## src/rtl/cfgh_pkg.sv

```systemverilog
package cfgh_pkg;

   typedef enum logic [3:0] {
      ST_IDLE,
      ST_CFG_LOW,
      ST_REL_WAIT,
      ST_LOAD,
      ST_STROBE,
      ST_CHECK,
      ST_TAIL,
      ST_DONE,
      ST_FAIL
   } cfgh_state_e;

   typedef enum logic [1:0] {
      ERR_NONE        = 2'd0,
      ERR_RESTART_TMO = 2'd1,
      ERR_INCOMPLETE  = 2'd2,
      ERR_RETRY_EXH   = 2'd3
   } cfgh_err_e;

   // Round a microsecond duration up to whole clock cycles.
   function automatic int unsigned us_to_cycles(input int unsigned khz, input int unsigned us);
      return (khz * us + 999) / 1000;
   endfunction

   function automatic int unsigned max2(input int unsigned a, input int unsigned b);
      return (a > b) ? a : b;
   endfunction

endpackage

```

## src/rtl/cfgh_timer.sv

```systemverilog
module cfgh_timer #(
   parameter int W = 8
) (
   input  logic         clk,
   input  logic         rst_n,
   input  logic         restart,
   input  logic [W-1:0] limit,
   output logic         expired
);

   logic [W-1:0] cnt_q;

   assign expired = (cnt_q == (limit - 1'b1));

   // Counts from zero after every restart and holds once the limit is reached.
   always_ff @(posedge clk or negedge rst_n) begin
      if (!rst_n) begin
         cnt_q <= '0;
      end else if (restart) begin
         cnt_q <= '0;
      end else if (!expired) begin
         cnt_q <= cnt_q + 1'b1;
      end
   end

endmodule

```

## src/rtl/cfgh_retry.sv

```systemverilog
module cfgh_retry #(
   parameter int W   = 3,
   parameter int MAX = 3
) (
   input  logic         clk,
   input  logic         rst_n,
   input  logic         clear,
   input  logic         bump,
   output logic [W-1:0] count,
   output logic         at_max
);

   if (MAX < 0 || MAX >= (1 << W)) begin : g_bad_max
      $error("cfgh_retry: MAX does not fit in W bits");
   end

   assign at_max = (count == W'(MAX));

   always_ff @(posedge clk or negedge rst_n) begin
      if (!rst_n) begin
         count <= '0;
      end else if (clear) begin
         count <= '0;
      end else if (bump && !at_max) begin
         count <= count + 1'b1;
      end
   end

   assert_retry_bound_R9: assert property (@(posedge clk) disable iff (!rst_n)
      count <= W'(MAX));

   assert_retry_step_R5: assert property (@(posedge clk) disable iff (!rst_n)
      (bump && !clear && !at_max) |=> count == $past(count) + 1'b1);

endmodule

```

## src/rtl/cfgh_ready_sense.sv

```systemverilog
module cfgh_ready_sense #(
   parameter bit POLL = 1'b0
) (
   input  logic in_check,
   input  logic line_i,
   input  logic bus7_i,
   output logic rdy_o,
   output logic rd_n_o,
   output logic poll_sel_o
);

   if (POLL) begin : g_poll
      // Status read held for the whole check phase; bit 7 carries ready.
      logic unused_line;
      assign unused_line = line_i;
      assign rdy_o       = bus7_i;
      assign rd_n_o      = !in_check;
      assign poll_sel_o  = in_check;
   end else begin : g_line
      logic unused_bus7;
      assign unused_bus7 = bus7_i;
      assign rdy_o       = line_i;
      assign rd_n_o      = 1'b1;
      assign poll_sel_o  = 1'b0;
   end

endmodule

```

## src/rtl/cfg_chain_host.sv

```systemverilog
module cfg_chain_host
   import cfgh_pkg::*;
#(
   parameter int CLK_KHZ      = 100000,
   parameter int RESET_US     = 8,
   parameter int RESTART_US   = 50,
   parameter int STROBE_CYC   = 4,
   parameter int TAIL_CYC     = 64,
   parameter int RETRY_W      = 3,
   parameter int MAX_RETRY    = 3,
   parameter bit AUTO_RESTART = 1'b1,
   parameter bit POLL_READY   = 1'b0
) (
   input  logic               clk,
   input  logic               rst_n,
   input  logic               start_i,
   input  logic               s_valid_i,
   input  logic [7:0]         s_data_i,
   input  logic               s_last_i,
   output logic               s_ready_o,
   output logic               cfg_n_o,
   output logic               sel_n_o,
   output logic               wr_n_o,
   output logic               rd_n_o,
   output logic [7:0]         data_o,
   output logic               data_oe_o,
   input  logic [7:0]         data_i,
   input  logic               chain_ready_i,
   input  logic               fault_n_i,
   input  logic               complete_i,
   output logic               busy_o,
   output logic               done_o,
   output logic               err_o,
   output logic [1:0]         err_code_o,
   output logic [RETRY_W-1:0] retries_o
);

   localparam int unsigned LOW_CYC = us_to_cycles(CLK_KHZ, RESET_US);
   localparam int unsigned TMO_CYC = us_to_cycles(CLK_KHZ, RESTART_US);
   localparam int unsigned CNT_MAX = max2(max2(LOW_CYC, TMO_CYC), max2(STROBE_CYC, TAIL_CYC));
   localparam int          TW      = $clog2(CNT_MAX + 1);
   localparam cfgh_state_e RETRY_ST = AUTO_RESTART ? ST_REL_WAIT : ST_CFG_LOW;

   if (CLK_KHZ < 1 || RESET_US < 1 || RESTART_US < 1) begin : g_bad_time
      $error("cfg_chain_host: clock rate and durations must be positive");
   end
   if (STROBE_CYC < 1 || TAIL_CYC < 1) begin : g_bad_cyc
      $error("cfg_chain_host: strobe and tail lengths must be at least one cycle");
   end
   if (RETRY_W < 1) begin : g_bad_rw
      $error("cfg_chain_host: retry counter needs at least one bit");
   end

   cfgh_state_e       state_q, state_d;
   cfgh_err_e         code_q, code_d;
   logic [7:0]        byte_q;
   logic              last_q;
   logic              take;
   logic              rt_clr, rt_bump, rt_at_max;
   logic              tmr_exp;
   logic [TW-1:0]     tmr_lim;
   logic              rdy;
   logic              poll_rd_n, poll_sel;
   logic              loading;
   logic              unused_bus_low;

   assign unused_bus_low = ^data_i[6:0];

   // ---------------------------------------------------------------- timer
   always_comb begin
      case (state_q)
         ST_CFG_LOW:  tmr_lim = TW'(LOW_CYC);
         ST_REL_WAIT: tmr_lim = TW'(TMO_CYC);
         ST_STROBE:   tmr_lim = TW'(STROBE_CYC);
         ST_TAIL:     tmr_lim = TW'(TAIL_CYC);
         default:     tmr_lim = '1;
      endcase
   end

   cfgh_timer #(.W(TW)) u_timer (
      .clk     (clk),
      .rst_n   (rst_n),
      .restart (state_d != state_q),
      .limit   (tmr_lim),
      .expired (tmr_exp)
   );

   // ---------------------------------------------------------------- retries
   cfgh_retry #(.W(RETRY_W), .MAX(MAX_RETRY)) u_retry (
      .clk    (clk),
      .rst_n  (rst_n),
      .clear  (rt_clr),
      .bump   (rt_bump),
      .count  (retries_o),
      .at_max (rt_at_max)
   );

   // ---------------------------------------------------------------- ready source
   cfgh_ready_sense #(.POLL(POLL_READY)) u_ready (
      .in_check   (state_q == ST_CHECK),
      .line_i     (chain_ready_i),
      .bus7_i     (data_i[7]),
      .rdy_o      (rdy),
      .rd_n_o     (poll_rd_n),
      .poll_sel_o (poll_sel)
   );

   // ---------------------------------------------------------------- sequencer
   assign loading = (state_q == ST_LOAD) || (state_q == ST_STROBE) ||
                    (state_q == ST_CHECK) || (state_q == ST_TAIL);

   always_comb begin
      state_d = state_q;
      code_d  = code_q;
      rt_clr  = 1'b0;
      rt_bump = 1'b0;
      take    = 1'b0;
      if (loading && !fault_n_i) begin
         if (rt_at_max) begin
            state_d = ST_FAIL;
            code_d  = ERR_RETRY_EXH;
         end else begin
            rt_bump = 1'b1;
            state_d = RETRY_ST;
         end
      end else begin
         case (state_q)
            ST_IDLE, ST_DONE, ST_FAIL: begin
               if (start_i) begin
                  state_d = ST_CFG_LOW;
                  code_d  = ERR_NONE;
                  rt_clr  = 1'b1;
               end
            end
            ST_CFG_LOW: begin
               if (tmr_exp) state_d = ST_REL_WAIT;
            end
            ST_REL_WAIT: begin
               if (fault_n_i) begin
                  state_d = ST_LOAD;
               end else if (tmr_exp) begin
                  state_d = ST_FAIL;
                  code_d  = ERR_RESTART_TMO;
               end
            end
            ST_LOAD: begin
               if (s_valid_i) begin
                  take    = 1'b1;
                  state_d = ST_STROBE;
               end
            end
            ST_STROBE: begin
               if (tmr_exp) state_d = ST_CHECK;
            end
            ST_CHECK: begin
               if (rdy) state_d = last_q ? ST_TAIL : ST_LOAD;
            end
            ST_TAIL: begin
               if (complete_i) begin
                  state_d = ST_DONE;
               end else if (tmr_exp) begin
                  state_d = ST_FAIL;
                  code_d  = ERR_INCOMPLETE;
               end
            end
            default: state_d = ST_IDLE;
         endcase
      end
   end

   always_ff @(posedge clk or negedge rst_n) begin
      if (!rst_n) begin
         state_q <= ST_IDLE;
         code_q  <= ERR_NONE;
         byte_q  <= '0;
         last_q  <= 1'b0;
      end else begin
         state_q <= state_d;
         code_q  <= code_d;
         if (take) begin
            byte_q <= s_data_i;
            last_q <= s_last_i;
         end
      end
   end

   // ---------------------------------------------------------------- outputs
   assign cfg_n_o    = (state_q != ST_CFG_LOW);
   assign s_ready_o  = (state_q == ST_LOAD);
   assign wr_n_o     = (state_q != ST_STROBE);
   assign data_oe_o  = (state_q == ST_STROBE);
   assign sel_n_o    = !((state_q == ST_STROBE) || poll_sel);
   assign rd_n_o     = poll_rd_n;
   assign data_o     = byte_q;
   assign busy_o     = !((state_q == ST_IDLE) || (state_q == ST_DONE) || (state_q == ST_FAIL));
   assign done_o     = (state_q == ST_DONE);
   assign err_o      = (state_q == ST_FAIL);
   assign err_code_o = code_q;

   // ---------------------------------------------------------------- checks
   logic [TW:0] low_run_q;
   always_ff @(posedge clk or negedge rst_n) begin
      if (!rst_n) begin
         low_run_q <= '0;
      end else if (cfg_n_o) begin
         low_run_q <= '0;
      end else if (low_run_q != '1) begin
         low_run_q <= low_run_q + 1'b1;
      end
   end

   assert_reset_pulse_R2: assert property (@(posedge clk) disable iff (!rst_n)
      $rose(cfg_n_o) |-> low_run_q >= (TW+1)'(LOW_CYC));

   assert_accept_strobe_R3: assert property (@(posedge clk) disable iff (!rst_n)
      (s_ready_o && s_valid_i && fault_n_i) |=> (!wr_n_o && data_oe_o && !sel_n_o));

   assert_wait_ready_R4: assert property (@(posedge clk) disable iff (!rst_n)
      (state_q == ST_CHECK && !rdy) |=> (state_q != ST_LOAD && state_q != ST_TAIL));

   assert_fault_abort_R5: assert property (@(posedge clk) disable iff (!rst_n)
      ((s_ready_o || !wr_n_o) && !fault_n_i) |=> (wr_n_o && !s_ready_o));

   assert_done_needs_complete_R6: assert property (@(posedge clk) disable iff (!rst_n)
      $rose(done_o) |-> $past(complete_i));

   assert_start_ignored_R10: assert property (@(posedge clk) disable iff (!rst_n)
      (busy_o && start_i && fault_n_i && state_q != ST_CFG_LOW) |=> cfg_n_o);

endmodule

```

## config.mk

```make
export PLATFORM = sky130hd
export DESIGN_NAME = cfg_chain_host
export DESIGN_NICKNAME = d
export VERILOG_FILES = /design/src/rtl/cfgh_pkg.sv /design/src/rtl/cfgh_timer.sv /design/src/rtl/cfgh_retry.sv /design/src/rtl/cfgh_ready_sense.sv /design/src/rtl/cfg_chain_host.sv
export SDC_FILE = /design/constraint.sdc
export NUM_CORES = 1
export LEC_CHECK = 0
export ABC_AREA = 1
export BUFFER_PORTS_ARGS = -buffer_cell sky130_fd_sc_hd__buf_4
export CELL_PAD_IN_SITES_DETAIL_PLACEMENT = 0
export CELL_PAD_IN_SITES_GLOBAL_PLACEMENT = 1
export CORE_MARGIN = 4
export CORE_UTILIZATION = 35
export CTS_CLUSTER_SIZE = 20
export DETAILED_ROUTE_END_ITERATION = 10
export GPL_TIMING_DRIVEN = 0
export MAX_ROUTING_LAYER = met4
export PLACE_DENSITY = 0.7
export RECOVER_POWER = 25
export SYNTH_ARGS = -nofsm -noshare
export SYNTH_HDL_FRONTEND = slang
export SYNTH_SLANG_ARGS = --single-unit
export TNS_END_PERCENT = 30
```

## constraint.sdc

```tcl
create_clock -name clk -period 4.07 [get_ports clk]
set_clock_uncertainty 0.2 [all_clocks]
set_input_delay 0.6105 -clock clk [delete_from_list [all_inputs] [get_ports clk]]
set_output_delay 0.6105 -clock clk [all_outputs]
set_load 0.05 [all_outputs]
```

Yosys cells after proc, flatten, opt, wreduce, memory -nomap -nowiden
Cells that the tools add are included.
{ "classes": {"n_lt_le_gt_ge": 0, "n_div": 0, "n_mux": 33, "n_bitwise": 0, "add_sub_neg": 3, "shift": 0, "n_mul": 0, "reduce_logical": 16, "eq_ne": 20} }
{ "op_table": {"columns": ["cell", "count"], "rows": [
  ["$pmux 13 s4", 1],
  ["$mux 4", 10],
  ["$pmux 4 s7", 1],
  ["$mux 13", 2],
  ["$eq 4x3->1 const B", 4],
  ["$mux 2", 7],
  ["$add 13x1->13 const B", 1],
  ["$eq 13x13->1", 1],
  ["$sub 13x1->13 const B", 1],
  ["$mux 3", 3],
  ["$ne 3x3->1 const B", 3],
  ["$eq 4x2->1 const B", 2],
  ["$mux 1", 8],
  ["$reduce_and 7->1", 1],
  ["$ne 3x2->1 const B", 2],
  ["$pmux 2 s3", 1],
  ["$logic_or 1x1->1", 5],
  ["$eq 4x1->1 const B", 1],
  ["$eq 4x4->1 const B", 1],
  ["$logic_not 1->1", 4],
  ["$logic_not 4->1", 1],
  ["$ne 2x1->1 const B", 2],
  ["$ne 4x1->1 const B", 1],
  ["$ne 4x3->1 const B", 1],
  ["other kinds (7)", 8]
]} }
{ "totals": {"elab_cells": 78, "mem_bits_rw": 0, "latch_bits": 0, "ff_bits": 31, "in_bits": 24, "mem_bits_ro": 0, "memories": 0, "out_inout_bits": 22} }

Depth between registers and ports, before layout
{ "logic_depth": {"word_depth": 10, "ltp_mapped": 24, "mapped_depth_nobuf": 23} }

Modules after synthesis
Synthesis repeated with hierarchy kept, for this count alone.
{ "hier_totals": {"hier_cells": 417, "area_unflattened_um2": 2707.6} }
{ "by_module_without_submodules": {"columns": ["module", "area_each_um2", "seq_area_each_um2", "cells_per_inst", "n_inst"], "rows": [
  ["cfgh_timer", 1441.4, 325.3, 236, 1],
  ["cfg_chain_host", 1053.5, 375.4, 154, 1],
  ["cfgh_retry", 182.7, 75.1, 22, 1],
  ["cfgh_ready_sense", 30.0, 0.0, 5, 1]
]} }

Worst setup path before layout
Ideal clock, no wire load.
{ "synth_timing": {"path_type": "flip-flop to flip-flop", "startpoint": "register state_q[3]", "endpoint": "register u_timer.cnt_q[6]", "n_path_buf": 0, "path_stages_with_launch": 15, "arrival_ns": 2.931, "slack_ns": 0.817, "setup_ns": 0.122, "period_less_slack_ns": 3.253, "required_ns": 3.748, "path_cell_list": "dfrtp_1 -> inv_2 -> nand2_1 -> nor2_1 -> nor2_1 -> nor2_1 -> a21oi_1 -> a211oi_1 -> nand2_2 -> nand2_1 -> nand2_1 -> nand2_2 -> nor2_8 -> nand2_4 -> nor2_4"} }
{ "synth_via": {"word_cells_on_any_way": 30, "cone_classes": "1 x add/sub; 11 x eq/ne; 12 x mux; 6 x reduce/logical"} }
{ "synth_rtl": {"columns": ["item", "line_no", "source"], "rows": [
  ["start: declaration", "cfg_chain_host.sv:54", "cfgh_state_e state_q, state_d;"],
  ["start signal: assignment", "cfg_chain_host.sv:178", "state_q <= state_d;"],
  ["$eq 4x3->1 (*)", null, null],
  ["net done_o", "cfg_chain_host.sv:32", "output logic done_o,"],
  ["$reduce_or 3->1 (*)", "cfg_chain_host.sv:127", "case (state_q)"],
  ["$pmux 4 s7 (*)", "cfg_chain_host.sv:127", null],
  ["$mux 4 (*)", "cfg_chain_host.sv:118", "if (loading && !fault_n_i) begin"],
  ["net state_d[3]", "cfg_chain_host.sv:54", null],
  ["$ne 4x4->1 (*)", "cfg_chain_host.sv:83", ".restart (state_d != state_q),"],
  ["$ne 2x1->1 (no source line) / $mux 13 (equally long branches)", null, null],
  ["end signal: assignment", "cfgh_timer.sv:22", "cnt_q <= cnt_q + 1'b1;"],
  ["end: declaration", "cfgh_timer.sv:11", "logic [W-1:0] cnt_q;"]
]} }
The timed path passes the listed nets; every way through them passes the cells marked *.
A chain may end at the register's enable or synchronous reset.

Final worst setup path
{ "layout_timing": {"startpoint": "register state_q[3]", "endpoint": "register u_timer.cnt_q[2]"} }
{ "layout_via": {"elab_chain_cells": 10, "word_cells_on_any_way": 30, "cone_classes": "1 x add/sub; 11 x eq/ne; 12 x mux; 6 x reduce/logical"} }
{ "layout_lines": {"columns": ["item", "line_no", "source"], "rows": [
  ["$eq 4x3->1 (tied with other cells)", "cfg_chain_host.sv:71, cfg_chain_host.sv:110, cfg_chain_host.sv:127", null],
  ["$pmux 13 s4", "cfg_chain_host.sv:71", "case (state_q)"],
  ["$sub 13x1->13", "cfgh_timer.sv:13", "assign expired = (cnt_q == (limit - 1'b1));"],
  ["$eq 13x13->1", "cfgh_timer.sv:13", null],
  ["$mux 4", "cfg_chain_host.sv:141, cfg_chain_host.sv:161", null],
  ["$mux 4 (on tied branches)", "cfg_chain_host.sv:159, cfg_chain_host.sv:139", null],
  ["$pmux 4 s7", "cfg_chain_host.sv:127", null],
  ["$mux 4", "cfg_chain_host.sv:118", null],
  ["$ne 4x4->1", "cfg_chain_host.sv:83", null],
  ["$ne 2x1->1 (no source line) / $mux 13 (equally long branches)", null, null]
]} }
Parallel ways exist; a longest one is shown, timed or not.

==> metrics.md <==
| Metric | Value |
|---|---|
| Die Y | `88.9 um` |
| Die footprint | `0.00790 mm2` |
| Critical Path RT | `4.04 ns` |
| Synth top area cells | `dfrtp_1 34%, nand2_1 13%, inv_1 6.1%` |
| Slew Limit Fails | `32` |
| Met2 WL | `approximately 2500 um` |
| Crit-path slowest cell | `dfrtp_1` |
| Layout area overhead | `20.8%` |
| Worst r2r path cells | `22` |
| Global-route wire length before repair | `9400 um` |
| Top-count cell post-synth | `nand2_1` |
| CP delay by family, top | `simple AND/OR/NAND/NOR gates` |
| Initial Util | `36.1%` |
| Gate Count Post-Synth | `312` |
| Met1 WL | `2820 um` |
| # Post-CTS Setup Buffers | `0` |
| Largest net degree at the start of global routing | `32` |
| DRT antenna net count | `0` |
| Crit path capture type | `flop` |
| Diode count | `0` |
| HPWL Detailed | `4520 um` |
| Root Buffer | `clkbuf_8` |
| Met3 wire len | `228 um` |
| Most instantiated cells after synthesis | `82 x nand2_1, 37 x inv_1, 31 x dfrtp_1, 29 x nor2_1, 24 x nand3_1` |
| Main synth FF type | `dfrtp_1` |
| Fin cells | `roughly 430` |
| Register area share after synthesis | `33.9%` |
| Worst hold path class | `reg -> reg` |
| IO Pins | `46` |
| Clk buf depth | `2` |
| Clk pin slew, worst setup/hold paths | `0.07 ns` |
| YS warnings | `0` |
| Fmax | `around 0.30 GHz` |
| RSZ-0062 raised after global routing | `no` |
| H-tree levels | `2` |
| Synth async-reset ratio | `100%` |
| CTS Sinks | `31` |
| CP max stage delay | `0.47 ns` |
| Levels on crit path | `22` |
| Fin crit share | `81.9%` |
| Final setup TNS | `0 ns` |
| Initial antenna violation count | `0` |
| Leading area contributor after synthesis | `dfrtp_1` |
| PD cells | `roughly 770 mW/mm2` |
| Mean post-synth cell area | `7.34 um2` |
| Yosys top cell area share | `between 30% and 40%` |
| Routability Congestion | `0.822` |
| Tot GR Track Use | `between 10% and 20%` |
| CP Cell Sequence | `inv_2 -> nand3_2 -> nand3_2 -> buf_6 -> nand2_1 -> inv_1 -> ha_1 -> nand2_4 -> nand2_1 -> nand2_1 -> nand2_1 -> nand3_1 -> nor2_2 -> nand3_4 -> nand2_1 -> nand2_1 -> nand2_1 -> nand2_1 -> nand2_1 -> nor2_8 -> nand2_4 -> nor2_2` |
| Worst path bufs/invs | `3` |
| CP Launch Type | `flop` |
| Die X-Extent | `88.9 um` |
| Worst Max-Slew Pin Slew | `1.75 ns` |
| TritonRoute pass-1 iters | `4` |
| Max layer used | `met4` |
| Synth cell types | `36` |
| GR Overflow Total | `0` |
| EDFF count, synth | `0` |
| PnR worst setup slack | `0.738 ns` |
| Seq cells post-synth | `31` |
| Synthesized area | `about 0.0023 mm2` |
| CTS tree | `done` |
| Via density | `4.82` |
| Max Cap Viol | `1` |
| CTS Buf Count | `5` |
| Layout cell share with drive strength beyond 1 | `27.8%` |
| Final number of setup-violating endpoints | `0` |
| Core area | `0.00635 mm2` |
| Lkg Pwr | `~0.0014 uW` |
| Violated checks | `capacitance limit, slew limit` |
| Status | `complete, but fails checks` |
| Worst-Skew Late Latency | `around 0.28 ns` |
| Worst hold path depth | `2` |
| Setup CP Type | `reg -> reg` |
| Via count of the first global-routing pass | `1973` |
| Placed cells | `425` |
| Wirelength per Cell | `approximately 13 um` |
| Cell mode on critical path | `nand2_1` |
| Fin. Hold Viols | `0` |
| Port bufs | `36` |
| Arrival time worst endpoint | `around 3.3 ns` |
| Row cnt | `29` |
| Post-CTS Hold Buffers | `0` |
| Via count | `about 2100` |
| Detailed Route WL | `5600 um` |
| Peak VDD IR | `0.490 mV` |
| Final Critical Period | `3.33 ns` |
| Setup WS pre-CTS | `between 0.7 and 0.8 ns` |
| Nets | `383` |
| Post-route DRC | `0` |
| Syn nets | `340` |
| CTS resizes | `0` |
| DR iter-0 viols | `67` |
| Crit-path max FO | `10` |
| Slew HR | `-16.5%` |
logic make-up (layout without fill, tap and decap cells):
| family | count (synthesis) | in the layout | share of synthesized area, % |
|---|---|---|---|
| buffers and inverters | 48 | 92 | 8.85 |
| DFF | 31 | 31 | 33.9 |
| muxes | 9 | 9 | 4.43 |
| AOI/OAI and AO/OA | 19 | 19 | 5.14 |
| and+or+nand+nor | 187 | 187 | 40.4 |
| adders and majority gates | 4 | 4 | 2.19 |
| xor gates and xnor gates | 13 | 13 | 4.97 |
| other | 1 | 1 | 0.164 |
state kept, by name, indices dropped and copies added (netlist names):
register,flops
err_code_o,2
state_q,4
u_retry.count,3
data_o,8
u_timer.cnt_q,13
last_q,1
layout make-up:
cell class	count	area (um2)
clock buffer	5	68.8
sequential	31	776
inverter	44	165
tap	77	96.3
clock inverter	3	43.8
multi-input combinational	233	1310
buffer	4	37.5
fill	673	3580
timing repair buffer	36	267
metrics by stage:
step           cell area [um2]  hold WS (ns)  total power (uW)  utilization, %
2_1_floorplan             2290         0.115              1520               -
3_3_place_gp              2660         0.273              1850            41.8
3_5_place_dp              2660         0.280              1850            41.8
4_1_cts                   2770        0.0683              2170            43.6
5_1_grt                   2770         0.326              2320            43.5
6_report                  2770         0.302              2140            43.5
worst paths after layout:
check,start,to,slack (ns)
worst max-delay path,state_q[3],u_timer.cnt_q[2],0.74
worst min-delay path,err_code_o[1],err_code_o[1],0.30
worst max register to register,state_q[3],u_timer.cnt_q[2],0.74
worst min register to register,err_code_o[1],err_code_o[1],0.30
max in group asynchronous,rst_n,u_timer.cnt_q[12],2.07
min in group asynchronous,rst_n,u_timer.cnt_q[6],0.58
placed cells by master, fill, tap and decap left out, drive strengths merged, types with 2 or more instances in the layout:
| master | Yosys | final |
|---|---|---|
| a21oi | 5 | 5 |
| nand4 | 7 | 7 |
| ha | 4 | 4 |
| clkbuf | 0 | 6 |
| xor2 | 13 | 13 |
| o21ai | 7 | 7 |
| nor4 | 2 | 2 |
| nor2 | 44 | 44 |
| clkinv | 1 | 3 |
| nand2 | 96 | 96 |
| buf | 4 | 39 |
| inv | 43 | 43 |
| dfrtp | 31 | 31 |
| nor3 | 6 | 6 |
| nand3 | 30 | 30 |
| mux2 | 9 | 9 |
worst min-delay path, cell delays in order (launching register included):
cell and delay (ns):
dfrtp_1 0.35, nand2_1 0.05, o21ai_0 0.06
layer usage:
layer | global-route usage (%) | up-vias
met5 | - | -
met4 | 3.71 | 0
met3 | 2.23 | 4
met2 | 24.4 | 40
met1 | 21.7 | 959
li1 | - | 1083
power by group:
part	internal [uW]	switching (uW)	total (uW)
sequential	395	72.0	467
clock	182	125	307
combinational	435	929	1360
total	1010	1130	2140
Note: power is estimated with default switching activity, not from simulation.
